===== config.mk =====
export PLATFORM = sky130hd
export DESIGN_NAME = bus_xcvr
export DESIGN_NICKNAME = d
export VERILOG_FILES = /design/src/rtl/xcvr_pkg.sv /design/src/rtl/xcvr_edge.sv /design/src/rtl/xcvr_path.sv /design/src/rtl/bus_xcvr.sv
export SDC_FILE = /design/constraint.sdc
export NUM_CORES = 1
export LEC_CHECK = 0
export CAP_MARGIN = 0
export CORE_MARGIN = 5
export CORE_UTILIZATION = 47
export DETAILED_ROUTE_END_ITERATION = 6
export PLACE_DENSITY = 0.89
export SYNTH_ARGS = -nofsm -noshare
export SYNTH_HDL_FRONTEND = slang
export SYNTH_SLANG_ARGS = --single-unit

===== constraint.sdc =====
create_clock -name clk -period 2.08 [get_ports clk]
set_input_delay 0.416 -clock clk [delete_from_list [all_inputs] [get_ports clk]]
set_output_delay 0.416 -clock clk [all_outputs]
set_load 0.005 [all_outputs]

===== src/rtl/xcvr_pkg.sv =====
package xcvr_pkg;

    localparam int DEF_DATA_W = 18;

    typedef struct packed {
        logic oe_n;
        logic le;
        logic stb;
        logic stb_en_n;
    } dir_ctrl_t;

    typedef enum logic [1:0] {
        MODE_PASS = 2'd0,
        MODE_HOLD = 2'd1,
        MODE_LOAD = 2'd2
    } store_mode_e;

    function automatic store_mode_e pick_mode(input logic le,
                                              input logic rise,
                                              input logic en_n);
        if (le)
            return MODE_PASS;
        else if (rise && !en_n)
            return MODE_LOAD;
        else
            return MODE_HOLD;
    endfunction

endpackage


===== src/rtl/xcvr_edge.sv =====
module xcvr_edge (
    input  logic clk,
    input  logic rst,
    input  logic stb,
    output logic rise
);
    logic stb_q;

    always_ff @(posedge clk) begin
        if (rst)
            stb_q <= 1'b1;
        else
            stb_q <= stb;
    end

    assign rise = stb & ~stb_q;

endmodule


===== src/rtl/xcvr_path.sv =====
module xcvr_path
    import xcvr_pkg::*;
#(
    parameter int DATA_W = DEF_DATA_W
) (
    input  logic              clk,
    input  logic              rst,
    input  logic [DATA_W-1:0] din,
    input  dir_ctrl_t         ctrl,
    output logic [DATA_W-1:0] dout,
    output logic              drive
);
    logic              rise;
    logic [DATA_W-1:0] store_q;
    store_mode_e       mode;

    xcvr_edge edge_i (
        .clk  (clk),
        .rst  (rst),
        .stb  (ctrl.stb),
        .rise (rise)
    );

    assign mode = pick_mode(ctrl.le, rise, ctrl.stb_en_n);

    always_ff @(posedge clk) begin
        if (rst)
            store_q <= '0;
        else if (mode != MODE_HOLD)
            store_q <= din;
    end

    assign dout  = ctrl.le ? din : store_q;
    assign drive = ~ctrl.oe_n & ~rst;

    logic [1:0] live_cnt;
    always_ff @(posedge clk) begin
        if (rst)
            live_cnt <= '0;
        else if (live_cnt != 2'd3)
            live_cnt <= live_cnt + 2'd1;
    end

    AST_RESET_CLEARS: assert property (@(posedge clk) disable iff (rst)
        $fell(rst) && !ctrl.le |-> dout == '0);

    AST_LATCH_KEEPS: assert property (@(posedge clk) disable iff (rst)
        live_cnt >= 2'd1 && $fell(ctrl.le) |-> dout == $past(din));

    AST_RISE_LOADS: assert property (@(posedge clk) disable iff (rst)
        live_cnt >= 2'd2 && !ctrl.le && !$past(ctrl.le) && !$past(ctrl.stb_en_n)
        && $past(ctrl.stb) && !$past(ctrl.stb, 2) |-> dout == $past(din));

    AST_NO_RISE_STABLE: assert property (@(posedge clk) disable iff (rst)
        live_cnt >= 2'd2 && !ctrl.le && !$past(ctrl.le)
        && ($past(ctrl.stb_en_n) || !$past(ctrl.stb) || $past(ctrl.stb, 2))
        |-> $stable(dout));

endmodule


===== src/rtl/bus_xcvr.sv =====
module bus_xcvr
    import xcvr_pkg::*;
#(
    parameter int DATA_W = DEF_DATA_W
) (
    input  logic              clk,
    input  logic              rst,
    input  logic [DATA_W-1:0] a_in,
    output logic [DATA_W-1:0] a_out,
    output logic              a_drive,
    input  logic [DATA_W-1:0] b_in,
    output logic [DATA_W-1:0] b_out,
    output logic              b_drive,
    input  logic              ab_oe_n,
    input  logic              ab_le,
    input  logic              ab_stb,
    input  logic              ab_stb_en_n,
    input  logic              ba_oe_n,
    input  logic              ba_le,
    input  logic              ba_stb,
    input  logic              ba_stb_en_n
);
    localparam int N_DIR = 2;

    logic [DATA_W-1:0] src   [N_DIR];
    logic [DATA_W-1:0] dst   [N_DIR];
    logic              drv   [N_DIR];
    dir_ctrl_t         ctl   [N_DIR];

    assign src[0] = a_in;
    assign src[1] = b_in;
    assign ctl[0] = '{oe_n: ab_oe_n, le: ab_le, stb: ab_stb, stb_en_n: ab_stb_en_n};
    assign ctl[1] = '{oe_n: ba_oe_n, le: ba_le, stb: ba_stb, stb_en_n: ba_stb_en_n};

    for (genvar d = 0; d < N_DIR; d++) begin : g_dir
        xcvr_path #(.DATA_W(DATA_W)) path_i (
            .clk   (clk),
            .rst   (rst),
            .din   (src[d]),
            .ctrl  (ctl[d]),
            .dout  (dst[d]),
            .drive (drv[d])
        );
    end

    assign b_out   = dst[0];
    assign b_drive = drv[0];
    assign a_out   = dst[1];
    assign a_drive = drv[1];

    AST_RESET_HIZ: assert property (@(posedge clk)
        rst |-> !a_drive && !b_drive);

endmodule


==> summary.md <==
| Metric | Value |
|---|---|
| Initial DRC count | 48 |
| Met1 Use GR | about a fifth |
| Clk slew on worst S/H paths | about 70 ps |
| Pleak | between 0.001 and 0.0015 uW |
| DRT Wirelength | approximately 4800 um |
| CP Launch Type | input pin |
| Total Neg Setup Slack | 0 ps |
| Vias in the first global route | about 1.8k |
| Vias/cell | between 4 and 5 |
| Power after layout | 1753 uW |
| Syn_area_per_cell | between 10 and 15 sq um |
| Met2 Use GR | a little over a quarter |
| Largest net degree at the start of global routing | 75 |
| CTS Root Cell | clkbuf_8 |
| Max Cap Viol | 0 |
| Cell Area, Synth | between 2000 and 2500 sq um |
| Worst Skew | between 5 and 6 ps |
| Fin Hold WS | 476.9 ps |
| DRC | 0 |
| Drt wl/cell | roughly 14 um |
| Nets | 334 |
| Dpl cells | roughly 330 |
| Clock Sinks | 38 |
| Core Area | ~4400 sq um |
| Area contributors post-synth | dfxtp_1 (35%), nand2b_1 (21%), mux2_2 (19%), mux2i_1 (17%), buf_6 (2.1%) |
| Status | complete, no violations |
| Synth unique cells | 12 |
| CP endpoint kind | output pin |
| Flops & latches, synth | 38 |
| Die height | 77.69 um |
| # hold bufs at CTS | 0 |
| Final Cycle Share | between 90% and 100% |
| Vias after detailed routing | between 1.5k and 2k |
| Worst stage delay on the critical path | roughly 460 ps |
| Worst-margin pin slew | 479.5 ps |
| Syn-to-layout area delta | 45.73% |
| Min-Delay Path Class | reg2reg |
| Post-DP HPWL | 3372 um |
| Met3 usage | 6.713% |
| Pwr dens | roughly 560 nW/um^2 |
| Worst vdd ir | 0.0002664 V |
| Pre-Repair DR Iteration Count | 4 |
| CTS H-tree lvls | 2 |
| Die area | just over 6000 sq um |
| Die width | a little under 80 um |
| Ys Warns | 0 |
| Rows | 24 |
| CTS tree | built |
| Post-Synthesis Cells | ~200 |
| Bufs on Longest Clock Path | 2 |
| RePlAce Congestion | around 0.7 |
| CP Buf/Inv Count | 3 |
| Sequential-to-total area share from yosys stat | between 30% and 40% |
| CP arrival | between 1500 and 2000 ps |
| Slew HR | between 60% and 70% |
| Req. time, crit path | 1660 ps |
| Synthesized net count | roughly 250 |
| Grt ovf | 0 |
| First-pass GRT wire length | between 8000 and 9000 um |
| CP Class | in2out |
| Pins Over Slew Limit | 0 |
| Slowest CP cell | clkdlybuf4s50_1 |
| Port bufs | 83 |
| Final setup fails | 0 |
| DRT antenna net count | 0 |
| Num CTS Buffers | 5 |
| Initial core utilization | around 49% |
| Max Clock Freq | about 500 MHz |
| Largest area contributor in the netlist | dfxtp_1 |
| Crit Path Max Fanout | 10 |
| Top Family by Delay on Critical Path | buffers and inverters |
| Global routing's busiest layer | met2 |
| CP Cell Sequence | clkdlybuf4s15_2, buf_12, mux2_2, clkdlybuf4s50_1 |
| RSZ-0062 raised after global routing | false |
| Initial antenna violation count | 0 |
| Layout cells sized above 1 | 20.07% |
| Hold Violations, Final | 0 |
| Fin cells | about 340 |
| All-Layer GR Usage | approximately 16% |
| Shortest period the worst path allows | 1994 ps |
| # IOs | 84 |
| Clk_lat worst skew | slightly below 300 ps |
| Post-synth top area share | approximately a third |
| Antenna Cells | 0 |
## cell families after synthesis
family,after synthesis,share of synthesized area [%]
simple gates,78,22.20
mux,72,35.56
compound gates,2,0.8136
buf+inv,16,6.101
flops,38,35.33
## stage by stage
stage	util (%)	cell area [sq um]	setup WS, ps
3_3_place_gp	67.97	3000	-235.5
5_1_grt	71.09	3138	49.11
6_report	71.09	3138	86.14
2_1_floorplan	-	2153	623.4
3_5_place_dp	67.97	3000	-248.5
4_1_cts	71.09	3138	82.15
## placed cells by master, fill, tap and decap left out, drive strengths merged, types with 4 or more instances in the layout
cell and n:
nand2b 72, dlygate4sd2 16, buf 6, clkbuf 5
mux2i 36, mux2 36, nor2 4, clkdlybuf4s50 65
dfxtp 38
## cell usage after synthesis
library cell and count:
nor2_1 4, dfxtp_1 38, buf_12 2, nand2b_1 72, a21oi_2 2, buf_2 1
buf_4 2, or2_2 2, mux2_2 36, mux2i_1 36, buf_6 4, clkbuf_1 7
## final cells by class
class	count	area [sq um]
flip-flops and latches	38	760.7
clock buffers	5	68.82
multi-input cells	152	1261
clock inverters	3	21.27
fillers	331	1276
repair buffers	91	960.9
well taps	52	65.06
## routing by layer
metal | vias up | wire length (um)
li1 | 845 | -
met1 | 752 | 2088
met2 | 61 | 2253
met3 | 5 | 418
met4 | 0 | 32
met5 | - | 0
## power breakdown
group / internal, uW / leakage, uW / switching (uW)
logic: 304 / 0.000961 / 147
clock network: 235 / 0.0000441 / 268
registers: 776 / 0.000314 / 24.0
## flip-flops by register name, indices dropped and copies added (netlist names)
register / flops
g_dir.path_i.edge_i.stb_q: 2
g_dir.path_i.store_q: 36
## path summary, 6_finish.rpt
kind	startpoint	endpoint	slack, ps	cells past startpoint
setup / recovery	ab_le	b_out[17]	90	4
hold / removal	g_dir[0].path_i.store_q[10]	g_dir[0].path_i.store_q[10]	480	2
setup reg to reg	g_dir[1].path_i.edge_i.stb_q	g_dir[1].path_i.store_q[0]	1020	4
hold reg to reg	g_dir[0].path_i.store_q[10]	g_dir[0].path_i.store_q[10]	480	2
## worst register-to-register path, delay by kind of cell, from the launching register on
kind | cells | cell delay [ps]
multiplexers | 1 | 220
buffers and inverters | 1 | 200
flip-flops | 1 | 320
AO/OA/AOI/OAI | 1 | 190
AND/OR/NAND/NOR | 1 | 50
## what timing repair did
action | 4_1_cts | 5_1_grt
gates resized for setup | 22 | 0
setup buffers | 0 | 0
endpoints found under the setup margin | 36 | 0
No activity file was read; power rests on OpenSTA's default activity.
